File: config.mk
export PLATFORM = sky130hd
export DESIGN_NAME = ata_addr_decoder
export DESIGN_NICKNAME = d
export VERILOG_FILES = /design/src/rtl/ata_dec_pkg.sv /design/src/rtl/ata_win_cfg.sv /design/src/rtl/ata_win_match.sv /design/src/rtl/ata_reg_map.sv /design/src/rtl/ata_addr_decoder.sv
export SDC_FILE = /design/constraint.sdc
export NUM_CORES = 1
export LEC_CHECK = 0
export CAP_MARGIN = 25
export CORE_MARGIN = 2
export CORE_UTILIZATION = 40
export CTS_BUF_LIST = sky130_fd_sc_hd__clkbuf_8
export CTS_CLUSTER_DIAMETER = 120
export DETAILED_ROUTE_END_ITERATION = 7
export HOLD_SLACK_MARGIN = 0.1
export SLEW_MARGIN = 20
export SYNTH_ARGS = -nofsm -noshare
export SYNTH_HDL_FRONTEND = slang
export SYNTH_HIERARCHICAL = 1
export SYNTH_SLANG_ARGS = --single-unit
File: constraint.sdc
create_clock -name clk -period 4.6 [get_ports clk]
set_clock_uncertainty 0.1 [all_clocks]
set_input_delay 0.69 -clock clk [delete_from_list [all_inputs] [get_ports clk]]
set_output_delay 0.69 -clock clk [all_outputs]
set_load 0.005 [all_outputs]
File: src/rtl/ata_dec_pkg.sv
package ata_dec_pkg;

    localparam int NUM_WIN  = 5;
    localparam int NUM_SLOT = 6;
    localparam int REG_W    = 4;
    localparam int SIZE_W   = 4;
    localparam int SEL_W    = 3;
    localparam int SLOT_W   = 3;

    typedef enum logic [REG_W-1:0] {
        RG_DATA     = 4'd0,
        RG_ERROR    = 4'd1,
        RG_SECCNT   = 4'd2,
        RG_SECNUM   = 4'd3,
        RG_CYL_LO   = 4'd4,
        RG_CYL_HI   = 4'd5,
        RG_DEVHEAD  = 4'd6,
        RG_STATUS   = 4'd7,
        RG_FEATURE  = 4'd8,
        RG_COMMAND  = 4'd9,
        RG_ALTSTAT  = 4'd10,
        RG_DEVCTL   = 4'd11,
        RG_DMA_CMD  = 4'd12,
        RG_DMA_SP1  = 4'd13,
        RG_DMA_STAT = 4'd14,
        RG_DMA_SP3  = 4'd15
    } reg_idx_e;

    typedef enum logic [1:0] {
        WK_CMD,
        WK_CTL,
        WK_DMA
    } win_kind_e;

    typedef enum logic [1:0] {
        DS_IDLE,
        DS_HIT,
        DS_MISS
    } dec_state_e;

    function automatic win_kind_e kind_of_win(input int w);
        if (w < 2)      return WK_CMD;
        else if (w < 4) return WK_CTL;
        else            return WK_DMA;
    endfunction

    function automatic int size_of_kind(input win_kind_e k);
        return (k == WK_CTL) ? 1 : 8;
    endfunction

endpackage

File: src/rtl/ata_win_cfg.sv
module ata_win_cfg
    import ata_dec_pkg::*;
#(
    parameter int ADDR_W  = 16,
    parameter int SPACE_W = 2
) (
    input  logic               clk,
    input  logic               rst_n,
    input  logic               cfg_we,
    input  logic [SEL_W-1:0]   cfg_sel,
    input  logic [SPACE_W-1:0] cfg_space,
    input  logic [ADDR_W-1:0]  cfg_base,
    input  logic [SIZE_W-1:0]  cfg_size,
    output logic               win_vld   [NUM_WIN],
    output logic [ADDR_W-1:0]  win_base  [NUM_WIN],
    output logic [SPACE_W-1:0] win_space [NUM_WIN],
    output logic               win_bad   [NUM_WIN]
);

    for (genvar w = 0; w < NUM_WIN; w++) begin : g_win
        localparam int REQ_SIZE = size_of_kind(kind_of_win(w));
        logic sel_me;
        logic size_ok;

        assign sel_me  = cfg_we && (cfg_sel == SEL_W'(w));
        assign size_ok = (cfg_size == SIZE_W'(REQ_SIZE));

        always_ff @(posedge clk) begin
            if (!rst_n) begin
                win_vld[w]   <= 1'b0;
                win_bad[w]   <= 1'b0;
                win_base[w]  <= '0;
                win_space[w] <= '0;
            end else if (sel_me) begin
                win_vld[w]   <= size_ok;
                win_bad[w]   <= !size_ok;
                win_base[w]  <= cfg_base;
                win_space[w] <= cfg_space;
            end
        end
    end

endmodule

File: src/rtl/ata_win_match.sv
module ata_win_match
    import ata_dec_pkg::*;
#(
    parameter int ADDR_W  = 16,
    parameter int SPACE_W = 2
) (
    input  logic               acc_write,
    input  logic [SPACE_W-1:0] acc_space,
    input  logic [ADDR_W-1:0]  acc_addr,
    input  logic               win_vld   [NUM_WIN],
    input  logic [ADDR_W-1:0]  win_base  [NUM_WIN],
    input  logic [SPACE_W-1:0] win_space [NUM_WIN],
    output logic               any_hit,
    output logic [SLOT_W-1:0]  hit_slot,
    output logic [2:0]         hit_off,
    output logic               hit_write
);

    logic              slot_hit [NUM_SLOT];
    logic [ADDR_W-1:0] slot_off [NUM_SLOT];

    // Slots 0..3 are the command and control windows, slots 4 and 5 are
    // the two halves of the DMA window.
    for (genvar s = 0; s < NUM_SLOT; s++) begin : g_slot
        localparam int WIN  = (s < NUM_WIN) ? s : NUM_WIN - 1;
        localparam int LEN  = (s < 2) ? 8 : ((s < 4) ? 1 : 4);
        localparam int SKEW = (s == 5) ? 4 : 0;
        logic [ADDR_W-1:0] sbase;

        assign sbase         = win_base[WIN] + ADDR_W'(SKEW);
        assign slot_off[s]   = acc_addr - sbase;
        assign slot_hit[s]   = win_vld[WIN]
                             && (acc_space == win_space[WIN])
                             && (acc_addr >= sbase)
                             && (slot_off[s] < ADDR_W'(LEN));
    end

    always_comb begin
        any_hit  = 1'b0;
        hit_slot = '0;
        hit_off  = '0;
        for (int s = NUM_SLOT - 1; s >= 0; s--) begin
            if (slot_hit[s]) begin
                any_hit  = 1'b1;
                hit_slot = SLOT_W'(s);
                hit_off  = slot_off[s][2:0];
            end
        end
    end

    assign hit_write = acc_write;

endmodule

File: src/rtl/ata_reg_map.sv
module ata_reg_map
    import ata_dec_pkg::*;
(
    input  logic [SLOT_W-1:0] slot,
    input  logic [2:0]        off,
    input  logic              is_write,
    output logic              chan,
    output logic [REG_W-1:0]  reg_idx
);

    reg_idx_e base_idx;

    assign chan = slot[0];

    always_comb begin
        unique case (slot)
            3'd0, 3'd1: base_idx = reg_idx_e'({1'b0, off});
            3'd2, 3'd3: base_idx = RG_ALTSTAT;
            default:    base_idx = reg_idx_e'(REG_W'(RG_DMA_CMD) + {2'b00, off[1:0]});
        endcase
    end

    always_comb begin
        reg_idx = base_idx;
        if (is_write) begin
            unique case (base_idx)
                RG_ERROR:   reg_idx = RG_FEATURE;
                RG_STATUS:  reg_idx = RG_COMMAND;
                RG_ALTSTAT: reg_idx = RG_DEVCTL;
                default:    reg_idx = base_idx;
            endcase
        end
    end

endmodule

File: src/rtl/ata_addr_decoder.sv
module ata_addr_decoder
    import ata_dec_pkg::*;
#(
    parameter int ADDR_W  = 16,
    parameter int SPACE_W = 2
) (
    input  logic               clk,
    input  logic               rst_n,
    input  logic               cfg_we,
    input  logic [2:0]         cfg_sel,
    input  logic [SPACE_W-1:0] cfg_space,
    input  logic [ADDR_W-1:0]  cfg_base,
    input  logic [3:0]         cfg_size,
    output logic               cfg_err,
    input  logic               acc_valid,
    input  logic               acc_write,
    input  logic [SPACE_W-1:0] acc_space,
    input  logic [ADDR_W-1:0]  acc_addr,
    output logic               rsp_valid,
    output logic               rsp_chan,
    output logic [3:0]         rsp_reg,
    output logic               rsp_hit,
    output logic               rsp_buserr
);

    logic               win_vld   [NUM_WIN];
    logic [ADDR_W-1:0]  win_base  [NUM_WIN];
    logic [SPACE_W-1:0] win_space [NUM_WIN];
    logic               win_bad   [NUM_WIN];

    logic              any_hit;
    logic [SLOT_W-1:0] hit_slot;
    logic [2:0]        hit_off;
    logic              hit_write;
    logic              map_chan;
    logic [REG_W-1:0]  map_reg;

    dec_state_e state_q, state_d;
    logic              chan_q;
    logic [REG_W-1:0]  reg_q;

    ata_win_cfg #(.ADDR_W(ADDR_W), .SPACE_W(SPACE_W)) u_cfg (
        .clk       (clk),
        .rst_n     (rst_n),
        .cfg_we    (cfg_we),
        .cfg_sel   (cfg_sel),
        .cfg_space (cfg_space),
        .cfg_base  (cfg_base),
        .cfg_size  (cfg_size),
        .win_vld   (win_vld),
        .win_base  (win_base),
        .win_space (win_space),
        .win_bad   (win_bad)
    );

    ata_win_match #(.ADDR_W(ADDR_W), .SPACE_W(SPACE_W)) u_match (
        .acc_write (acc_write),
        .acc_space (acc_space),
        .acc_addr  (acc_addr),
        .win_vld   (win_vld),
        .win_base  (win_base),
        .win_space (win_space),
        .any_hit   (any_hit),
        .hit_slot  (hit_slot),
        .hit_off   (hit_off),
        .hit_write (hit_write)
    );

    ata_reg_map u_map (
        .slot     (hit_slot),
        .off      (hit_off),
        .is_write (hit_write),
        .chan     (map_chan),
        .reg_idx  (map_reg)
    );

    always_comb begin
        cfg_err = 1'b0;
        for (int w = 0; w < NUM_WIN; w++) begin
            cfg_err = cfg_err | win_bad[w];
        end
    end

    // Next-state choice.
    always_comb begin
        unique case (state_q)
            DS_IDLE, DS_HIT, DS_MISS: begin
                if (!acc_valid)   state_d = DS_IDLE;
                else if (any_hit) state_d = DS_HIT;
                else              state_d = DS_MISS;
            end
            default: state_d = DS_IDLE;
        endcase
    end

    // State register.
    always_ff @(posedge clk) begin
        if (!rst_n) state_q <= DS_IDLE;
        else        state_q <= state_d;
    end

    // Registered decode result.
    always_ff @(posedge clk) begin
        if (!rst_n) begin
            chan_q <= 1'b0;
            reg_q  <= '0;
        end else if (state_d == DS_HIT) begin
            chan_q <= map_chan;
            reg_q  <= map_reg;
        end else begin
            chan_q <= 1'b0;
            reg_q  <= '0;
        end
    end

    assign rsp_valid  = (state_q != DS_IDLE);
    assign rsp_hit    = (state_q == DS_HIT);
    assign rsp_buserr = (state_q == DS_MISS);
    assign rsp_chan   = chan_q;
    assign rsp_reg    = reg_q;

endmodule

Yosys cells after proc, flatten, opt, wreduce, memory -nomap -nowiden
Index checks and enable logic that the tools add are counted.
{"block": "word_totals", "reg_bits": 107, "input_bits": 48, "wordCells": 123, "out_inout_bits": 9}
{"block": "op_classes", "reduce_logical": 32, "n_eq_ne": 20, "n_lt_le_gt_ge": 12, "add_sub_neg": 8, "muxes": 24, "n_bitwise": 4}
{"cell": "16-bit >= comparator", "n": 6}
{"cell": "16-bit subtractor", "n": 6}
{"cell": "3-bit 2-to-1 mux", "n": 12}
{"cell": "16-bit by 1-bit < comparator with 1-bit output, second input constant", "n": 2}
{"cell": "16-bit by 3-bit < comparator with 1-bit output, second input constant", "n": 2}
{"cell": "16-bit by 4-bit < comparator with 1-bit output, second input constant", "n": 2}
{"cell": "1-bit logical AND", "n": 22}
{"cell": "16-bit by 3-bit adder with 16-bit output, second input constant", "n": 1}
{"cell": "3-bit by 2-bit equality test with 1-bit output, second input constant", "n": 4}
{"cell": "4-bit case mux with 3 select lines", "n": 1}
{"cell": "2-bit equality test", "n": 5}
{"cell": "4-bit by 1-bit equality test with 1-bit output, second input constant", "n": 2}
{"cell": "4-bit equality test, second input constant", "n": 2}
{"cell": "4-bit case mux with 2 select lines", "n": 1}
{"cell": "3-bit by 1-bit equality test with 1-bit output, second input constant", "n": 2}
{"cell": "3-bit logical NOT", "n": 2}
{"cell": "1-bit 2-to-1 mux", "n": 6}
{"cell": "2-bit 2-to-1 mux", "n": 3}
{"cell": "3-bit by 3-bit adder with 4-bit output, first input constant", "n": 1}
{"cell": "2-bit by 1-bit equality test with 1-bit output, second input constant", "n": 2}
{"cell": "4-bit by 3-bit equality test with 1-bit output, second input constant", "n": 1}
{"cell": "4-bit 2-to-1 mux", "n": 1}
{"cell": "1-bit OR", "n": 4}
{"cell": "2-bit OR reduction", "n": 2}
{"cell": "7 further kinds", "n": 8}

Logic depth before layout (Yosys ltp)
Gate-level depths: netlist of the first run.
{"block": "depth", "ltp_word": 16, "mapped_depth": 21, "ltp_nobuf": 20}

Cells and area by module
The synthesis of the first run kept the hierarchy.
{"mod": "ata_win_match", "area_per_inst_um2": 5987.0, "seq_area_each_um2": 0.0, "instances": 1, "cells_per_inst": 875}
{"mod": "ata_win_cfg", "area_per_inst_um2": 3842.4, "seq_area_each_um2": 2001.9, "instances": 1, "cells_per_inst": 440}
{"mod": "ata_addr_decoder", "area_per_inst_um2": 252.7, "seq_area_each_um2": 140.1, "instances": 1, "cells_per_inst": 27}
{"mod": "ata_reg_map", "area_per_inst_um2": 92.6, "seq_area_each_um2": 0.0, "instances": 1, "cells_per_inst": 14}

Worst setup path before layout of the first run
Ideal clock, no wire load.
{"block": "synth_path", "path_type": "flip-flop to flip-flop", "start": "reg u_cfg/win_base[4] (netlist name)", "end": "reg reg_q[2] (netlist: rsp_reg[2])", "setup_time_ns": 0.113, "synth_period_minus_slack_ns": 4.621, "slack_ns": -0.021, "stages_incl_launch_ff": 20, "arrival_ns": 4.408, "path_buffers": 1, "t_required_ns": 4.387, "path_cell_list": "dfxtp_1 -> inv_1 -> nor4_1 -> and3_1 -> and3_1 -> xnor2_1 -> ha_1 -> clkbuf_1 -> a2111o_1 -> a2111oi_0 -> o2111ai_1 -> a311o_1 -> a2111oi_2 -> a32oi_1 -> nand2b_1 -> o221ai_1 -> nand3_1 -> a31o_2 -> nand3_1 -> nor2_1"}
{"block": "synth_via", "elab_cells_between_ends": 47, "classes_between": "add/sub: 4; order compare: 4; eq/ne: 7; mux: 24; reduce/logical: 8"}
{"item": "from (decl)", "line_no": "ata_win_cfg.sv:15", "source": "output logic [ADDR_W-1:0] win_base [NUM_WIN],"}
{"item": "from (signal, indexed assignment)", "line_no": "ata_win_cfg.sv:37", "source": "win_base[w] <= cfg_base;"}
{"item": "16-bit by 3-bit adder with 16-bit output", "line_no": "ata_win_match.sv:30", "source": "assign sbase = win_base[WIN] + ADDR_W'(SKEW);"}
{"item": "16-bit subtractor / 16-bit >= comparator (equally long branches)", "line_no": "ata_win_match.sv:31, ata_win_match.sv:34"}
{"item": "16-bit by 3-bit < comparator with 1-bit output / 1-bit logical AND (equally long branches)", "line_no": "ata_win_match.sv:35, ata_win_match.sv:34"}
{"item": "1-bit logical AND", "line_no": "ata_win_match.sv:35", "source": "&& (slot_off[s] < ADDR_W'(LEN));"}
{"item": "3-bit 2-to-1 mux", "line_no": "ata_win_match.sv:43", "source": "if (slot_hit[s]) begin"}
{"item": "3-bit 2-to-1 mux * (5 in a row)", "line_no": "ata_win_match.sv:43"}
{"item": "named net hit_off[1]", "line_no": "ata_addr_decoder.sv:33", "source": "logic [2:0] hit_off;"}
{"item": "3-bit by 3-bit adder with 4-bit output", "line_no": "ata_reg_map.sv:19", "source": "default: base_idx = reg_idx_e'(REG_W'(RG_DMA_CMD) + {2'b00, off[1:0]});"}
{"item": "4-bit case mux with 2 select lines *", "line_no": "ata_reg_map.sv:16", "source": "unique case (slot)"}
{"item": "4-bit equality test (tied with other cells)", "line_no": "ata_reg_map.sv:26", "source": "unique case (base_idx)"}
{"item": "4-bit case mux with 3 select lines", "line_no": "ata_reg_map.sv:26"}
{"item": "4-bit 2-to-1 mux *", "line_no": "ata_reg_map.sv:25", "source": "if (is_write) begin"}
{"item": "named net map_reg[2]", "line_no": "ata_addr_decoder.sv:36", "source": "logic [REG_W-1:0] map_reg;"}
{"item": "to (signal assigned)", "line_no": "ata_addr_decoder.sv:109", "source": "reg_q <= map_reg;"}
{"item": "to (decl)", "line_no": "ata_addr_decoder.sv:40", "source": "logic [REG_W-1:0] reg_q;"}
The timed path passes the listed nets; every way through them passes the cells marked *.
A chain may end at the register's enable or synchronous reset.

Final worst setup path of the first run
{"block": "layout_path", "start": "reg u_cfg/win_base[7] (netlist name)", "end": "reg reg_q[2] (netlist: rsp_reg[2])"}
The elaborated chain is that of the path after synthesis.

==> results of run 1 <==
[how the worst max path moves through the flow]
| stage | start | to | depth (start not counted) |
|---|---|---|---|
| final | u_cfg/win_base[7] | rsp_reg[2] | 21 |
| after global routing | u_cfg/win_base[7] | rsp_reg[3] | 22 |
| after CTS | acc_addr[0] | rsp_reg[2] | 20 |
| after detailed placement | acc_addr[0] | rsp_reg[2] | 20 |
| after global placement | acc_addr[0] | rsp_reg[2] | 20 |
| after floorplan | u_cfg/win_base[4] | rsp_reg[2] | 19 |
[per-stage QoR]
stage | instances | power, W | hold WS (ns) | utilization (%) | TNS (ns)
after global routing | 1978 | 0.00262 | 0.377 | 53.7 | -0.388
after floorplan | 1356 | 0.00149 | 0.331 | - | 0
final | 1979 | 0.00249 | 0.359 | 53.7 | 0
after detailed placement | 1949 | 0.00192 | 0.347 | 51.4 | -1.80
after CTS | 1965 | 0.00247 | 0.362 | 52.1 | 0
after global placement | 1947 | 0.00191 | 0.342 | 51.2 | -1.37
[cells in the mapped netlist (all sizes together) (21+ instances only)]
master and number:
nand2 251, inv 108, dfxtp 107, a21boi 101, ha 96, nor2 72, a21oi 63, o21ai 58
xnor2 38, buf 31, clkbuf 29, nand3 26, nor2b 26, nor3 23, o21a 21
[repair_timing]
| action | 4_1_cts | 5_1_grt |
|---|---|---|
| resized for setup | 2 | 67 |
| hold buffers | 0 | 0 |
| endpoints found under the setup margin | 1 | 5 |
| pin swaps | 0 | 28 |
| setup buffers | 0 | 13 |
[where the power goes]
part	internal (W)	switching, W
registers	0.000945	0.0000114
logic	0.000471	0.000515
clock network	0.000207	0.000342
total	0.00162	0.000868
[worst max-delay path: cells and delay by family (launching register included)]
kind                       cells  cell delay, ns
muxes                          1            0.11
and+or+nand+nor                7            0.91
DFF                            1            0.37
AOI/OAI and AO/OA              8            2.06
xor gates and xnor gates       1            0.08
adders and majority gates      1            0.33
buffers and inverters          3            0.35
[placed cells by master, fill, tap and decap left out, types with 21 or more instances in the layout]
cell             instances
dfxtp_1                106
ha_1                    93
o21a_1                  21
nor2b_1                 25
nor2_1                  70
buf_4                  268
clkdlybuf4s50_1         48
inv_1                  107
nand3_1                 24
nand2_1                241
xnor2_1                 35
a21boi_0                85
nor3_1                  22
a21oi_1                 61
o21ai_0                 46
[logic make-up (layout without fill, tap and decap cells)]
family	after synthesis	count (layout)	synth area share (%)
xor gates and xnor gates	51	51	4.39
DFF	107	107	21.1
other	0	1	0
buffers and inverters	168	460	6.89
AOI/OAI and AO/OA	399	399	28.6
muxes	15	15	1.66
and+or+nand+nor	515	515	24.6
adders and majority gates	101	101	12.8
[layer usage]
layer	part of all wire, %	wire (um)
met1	46	16500
met2	44	15700
met3	6.3	2260
met4	3.5	1260
met5	0	0
[final cells by class]
class / count / area (sq um)
fill: 2465 / 11600
multi-input combinational: 1081 / 7610
timing repair buffer: 336 / 2740
sequential: 107 / 2140
tap: 330 / 413
inverter: 108 / 408
clock buffer: 10 / 138
clock inverter: 6 / 33.8
antenna: 1 / 2.50
==> summary.md, run 1 <==
| Metric | Value |
|---|---|
| GRT Total Usage | 26.5% |
| Synth-to-layout area growth | 32.5% |
| M2 GR Usage | 43.1% |
| Leading post-synthesis cells by cell area | dfxtp_1 (21%), ha_1 (12%), nand2_1 (8.9%) |
| Synth Instances | 1356 |
| Worst Setup Start Kind | flop |
| Fin. Hold Viols | 0 |
| Final worst-path cycle share | 96.5% |
| Register area share after synthesis | 21.1% |
| Final net count | 1792 |
| Critical path required time | 4.80 ns |
| PD cells | 185 nW/um^2 |
| Ys flop type | dfxtp_1 |
| Worst reg2reg path depth | 21 |
| Status | completed |
| # rows | 58 |
| RSZ-0062 raised after global routing | true |
| Initial antenna violation count | 1 |
| Post-layout min period | 4.44 ns |
| Die area | 26700 sq um |
| Post-DP Area | 12900 sq um |
| Chip width | 163 um |
| Reg2reg end | rsp_reg[2] |
| DRT Pass-1 Iters | 5 |
| Post-DRT Antenna Nets | 0 |
| DR DRC count | 0 |
| Largest regs | u_cfg/win_base: 80 flops, u_cfg/win_space: 10 flops |
| Largest net degree at the start of global routing | 66 |
| Flops & latches, synth | 107 |
| Max Clk Rate | 0.225 GHz |
| Number of flip-flops in the largest register | 80 |
| Vias in the first global route | 10165 |
| Gpl congestion | 0.935 |
| Worst-Skew Late Latency | 0.40 ns |
| Register name with the most flops | u_cfg/win_base |
| Clock Tree Buf Depth | 2 |
| WL/cell | 18.1 um |
| VDD IR max | 124 uV |
| CP arrival | 4.64 ns |
| Hold Path Sink | u_cfg/win_base[62] |
| Port Buf Inserts | 56 |
| DP Worst Slack | -0.508 ns |
| Vias per cell | 5.48 |
| Final Cell Area | 13500 sq um |
| Worst-Margin Slew | 0.986 ns |
| Worst-path cell chain | inv_4 > nor4_4 > buf_4 > nand4_1 > nor2_2 > xnor2_1 > ha_1 > mux2i_1 > a2111o_1 > a2111oi_2 > o2111ai_1 > a311o_1 > a2111oi_4 > a32oi_2 > nand2b_4 > o221ai_4 > buf_6 > nand3_1 > a31o_2 > nand3_2 > nor2_1 |
| Gr ovfl total | 0 |
| CTS tree | done |
| Share of layout cells above drive strength 1 | 23.7% |
| Netlist cell types | 94 |
| Pleak | 5.35 nW |
| DR iter-0 viols | 825 |
| Clock root buffer | clkbuf_8 |
| Post-synth EDFFs | 0 |
| Clock Sinks | 107 |
| Critical path's slowest cell | a2111o_1 |
| Ys async rst share | 0% |
| Final setup margin | 0.161 ns |
| IO Count | 57 |
| Mean Syn Cell Area | 7.50 sq um |
| Slew Limit Headroom | 33.9% |
| Critical path's largest stage delay | 0.38 ns |
| Worst Path Max Fanout | 3 |
| Slew Limit Fails | 0 |
| Dpl hpwl | 27.8 mm |
| Initial Util | 40.5% |
| Htree depth | 3 |
| CTS clk-pin slew, worst paths | 0.10 ns |
| Total core area | 25100 sq um |
| Syn nets | 1505 |
| Post-Route WL | 35.7 mm |
| Final setup violation count | 0 |
| CTS buffer count | 9 |
| Top cell type's share of synthesized area | 21.1% |
| Via count | 10854 |
| GR Layer Usage met3 | 3.68% |
| Mapped cell area | 10200 sq um |
| Die H | 163 um |
| Hold Startpoint | u_cfg/win_base[62] |
| Element type at the critical path end | flop |
| Met1 GRT Util | 35.7% |
| R2r setup slk | 0.16 ns |
| Global-route wire length before repair | 54.6 mm |
| Worst r2r src | u_cfg/win_base[7] |
| Busiest grt layer | met2 |
| HP Class | reg -> reg |
| Hold Path Stages | 2 |
| Biggest area consumer among synthesized cells | dfxtp_1 |
| Max Cap Viol | 0 |
| Crit Path Category | reg -> reg |
| Yosys warns | 6 |
(Power assumes the default switching activity.)
==> run 2, diff against run 1 <==
--- a/config.mk
+++ b/config.mk
@@ -5,6 +5,7 @@
 export SDC_FILE = /design/constraint.sdc
 export NUM_CORES = 1
 export LEC_CHECK = 0
+export ABC_AREA = 1
 export CAP_MARGIN = 25
 export CORE_MARGIN = 2
 export CORE_UTILIZATION = 40
==> summary.md, run 2 <==
| Metric | Value |
|---|---|
| Clock root buffer | clkbuf_8 (unchanged) |
| Post-Synth Simple-Gate Area | 39.9% (was 24.6%) |
| Pleak | 5.52 nW (was 5.35 nW) |
| DR iter-0 viols | 833 (was 825) |
| Xor and xnor fraction of the mapped netlist area | 3.30% (was 4.39%) |
| Vias in the first global route | 9832 (was 10165) |
| Synth Instances | 1728 (was 1356) |
| Setup TNS | 0 ns (unchanged) |
| CP arrival | 4.37 ns (was 4.64 ns) |
| Slew Limit Headroom | 32.2% (was 33.9%) |
| Port Buf Inserts | 56 (unchanged) |
| Post-synthesis mux area share | 0% (was 1.66%) |
| Final net count | 1953 (was 1792) |
| Die H | 165 um (was 163 um) |
| DRT Pass-1 Iters | 5 (unchanged) |
| Fill cells | 2745 (was 2465) |
| Met1 GRT Util | 33.3% (was 35.7%) |
| PD cells | 217 nW/um^2 (was 185 nW/um^2) |
| Largest regs | u_cfg/win_base: 80 flops, u_cfg/win_space: 10 flops (unchanged) |
| Register name with the most flops | u_cfg/win_base (unchanged) |
| CTS clk-pin slew, worst paths | 0.11 ns (was 0.10 ns) |
| Dpl hpwl | 25.7 mm (was 27.8 mm) |
| Synth-to-layout area growth | 12.6% (was 32.5%) |
| Register area share after synthesis | 20.8% (was 21.1%) |
| Gr ovfl total | 0 (unchanged) |
| Max Cap Viol | 0 (unchanged) |
| Commonest cells after routing, fill and taps aside | nand2_1 (431), nor2_1 (322), inv_1 (263) (was buf_4 (268), nand2_1 (241), inv_1 (107)) |
| # rows | 58 (unchanged) |
| DP Worst Slack | 0.0539 ns (was -0.508 ns) |
| Die area | 27100 sq um (was 26700 sq um) |
| Crit Path Category | in -> reg (was reg -> reg) |
| Number of flip-flops in the largest register | 80 (unchanged) |
| Setup Buffers After CTS | 0 (unchanged) |
| Largest family of logic cells by synthesized area | simple AND/OR/NAND/NOR gates (was compound AO/OA/AOI/OAI gates) |
| Post-DRT Antenna Nets | 0 (unchanged) |
| Initial Util | 40.8% (was 40.5%) |
| Largest net degree at the start of global routing | 53 (was 66) |
| Total core area | 25300 sq um (was 25100 sq um) |
| HP Class | reg -> reg (unchanged) |
| Multi-input gate area | 6960 sq um (was 7610 sq um) |
| Post-synth EDFFs | 0 (unchanged) |
| Via count | 10839 (was 10854) |
| IO Count | 57 (unchanged) |
| Fin. Hold Viols | 0 (unchanged) |
| Post-DP Area | 11400 sq um (was 12900 sq um) |
| Worst-Skew Late Latency | 0.40 ns (about the same) |
| Ys async rst share | 0% (unchanged) |
| Leading post-synthesis cells by cell area | dfxtp_1 (21%), nand2_1 (16%), nor2_1 (12%) (was dfxtp_1 (21%), ha_1 (12%), nand2_1 (8.9%)) |
| Max Clk Rate | 0.242 GHz (was 0.225 GHz) |
| Chip width | 165 um (was 163 um) |
| Vias per cell | 5.07 (was 5.48) |
| Htree depth | 3 (unchanged) |
| Mean Syn Cell Area | 5.97 sq um (was 7.50 sq um) |
| GR Layer Usage met3 | 2.41% (was 3.68%) |
| Flops & latches, synth | 107 (unchanged) |
| Element type at the critical path end | flop (unchanged) |
| Final setup margin | 0.461 ns (was 0.161 ns) |
| Yosys warns | 6 (unchanged) |
| Worst-Margin Slew | 1.02 ns (was 0.986 ns) |
| Global-route wire length before repair | 51.6 mm (was 54.6 mm) |
| Top cell type's share of synthesized area | 20.8% (was 21.1%) |
| Critical path required time | 4.83 ns (was 4.80 ns) |
| Seq. cell area | 2140 sq um (about the same) |
| Gpl congestion | 0.939 (was 0.935) |
| VDD IR max | 144 uV (was 124 uV) |
| Busiest grt layer | met2 (unchanged) |
| Biggest area consumer among synthesized cells | dfxtp_1 (unchanged) |
| Final setup violation count | 0 (unchanged) |
| Final Cell Area | 11600 sq um (was 13500 sq um) |
| Cells after DPL | 2123 (was 1949) |
| Clock Sinks | 107 (unchanged) |
| Fin cells | 2139 (was 1979) |
| Final worst-path cycle share | 90.0% (was 96.5%) |
| Status | completed (unchanged) |
| Initial antenna violation count | 0 (was 1) |
| Netlist cell types | 48 (was 94) |
| WL/cell | 15.3 um (was 18.1 um) |
| M2 GR Usage | 41.3% (was 43.1%) |
| Clock Tree Buf Depth | 2 (unchanged) |
| CTS buffer count | 9 (unchanged) |
| DR DRC count | 0 (unchanged) |
| Worst Setup Start Kind | primary input (was flop) |
| Synth Area in Compound Gates | 11.7% (was 28.6%) |
| Post-layout min period | 4.14 ns (was 4.44 ns) |
| Worst Path Max Fanout | 6 (was 3) |
| # diodes | 0 (was 1) |
| CP delay by family, top | simple AND/OR/NAND/NOR gates (was compound AO/OA/AOI/OAI gates) |
| Worst path bufs/invs | 6 (was 3) |
| Critical path's slowest cell | clkdlybuf4s50_1 (was a2111o_1) |
| GRT Total Usage | 24.6% (was 26.5%) |
| Syn nets | 1877 (was 1505) |
| Critical path's largest stage delay | 0.45 ns (was 0.38 ns) |
| Most used cell, CP | nand2_1 |
| Synth Area in Adders | 12.6% (was 12.8%) |
| Mapped cell area | 10300 sq um (was 10200 sq um) |
| Slew Limit Fails | 0 (unchanged) |
| CTS tree | done (unchanged) |
| Most frequent cell after synthesis | nand2_1 (unchanged) |
| RSZ-0062 raised after global routing | false (was true) |
| Synth top cells by count | nand2_1 (432), nor2_1 (323), inv_1 (263), dfxtp_1 (107), nand3_1 (101) (was nand2_1 (241), dfxtp_1 (107), inv_1 (107), ha_1 (96), a21boi_0 (85)) |
| Share of layout cells above drive strength 1 | 5.80% (was 23.7%) |
| Ys flop type | dfxtp_1 (unchanged) |
| Post-Route WL | 32.8 mm (was 35.7 mm) |
| Most common cell after layout, fill and taps aside | nand2_1 (was buf_4) |
==> run 2: tightest hold or removal path, cell delays in order (launching register included) <==
cell     delay, ns
dfxtp_1       0.33
nand2_1       0.06
a21oi_1       0.05
==> run 2: cells by family after synthesis <==
logic type,Yosys count
and+or+nand+nor,963
buffers and inverters,298
DFF,107
adders and majority gates,101
AOI/OAI and AO/OA,221
xor gates and xnor gates,38
==> run 2: area by class of cell <==
| class | instances | share of cell area, % |
|---|---|---|
| multi-input combinational | 1323 | 60.0 |
| sequential | 107 | 18.5 |
| inverter | 268 | 8.67 |
| timing repair buffer | 95 | 7.53 |
| tap | 330 | 3.56 |
| clock buffer | 9 | 1.07 |
| clock inverter | 7 | 0.722 |
==> run 2: per-stage QoR <==
stage                     total power [W]  hold WS [ns]  util [%]
after floorplan                   0.00161         0.343         -
after global placement            0.00189         0.355      45.1
after detailed placement          0.00189         0.359      45.1
after CTS                         0.00252         0.376      45.9
after global routing              0.00269         0.401      45.9
final                             0.00252         0.379      45.9
==> run 2: timing repair <==
item | in CTS | in global routing
gates resized for setup | 0 | 5
hold buffers | 0 | 0
setup endpoints to repair | 0 | 4
==> run 2: metal layers <==
metal | vias up | share of wire, %
met5 | - | 0
met4 | 0 | 3.2
met3 | 53 | 5.1
met2 | 282 | 45
met1 | 4877 | 47
li1 | 5627 | -
==> run 2: power by group <==
part / internal (W) / switching (W)
Clock: 0.000262 / 0.000374
Sequential: 0.000957 / 0.0000197
Combinational: 0.000339 / 0.000568
==> run 2: worst paths after layout <==
path                           from               end  slack (ns)  cells past startpoint
setup / recovery        acc_addr[0]        rsp_reg[1]        0.46                     28
hold / removal     u_cfg/win_bad[4]  u_cfg/win_bad[4]        0.38                      2
setup reg to reg  u_cfg/win_base[2]        rsp_reg[3]        0.56                     25
hold reg to reg    u_cfg/win_bad[4]  u_cfg/win_bad[4]        0.38                      2
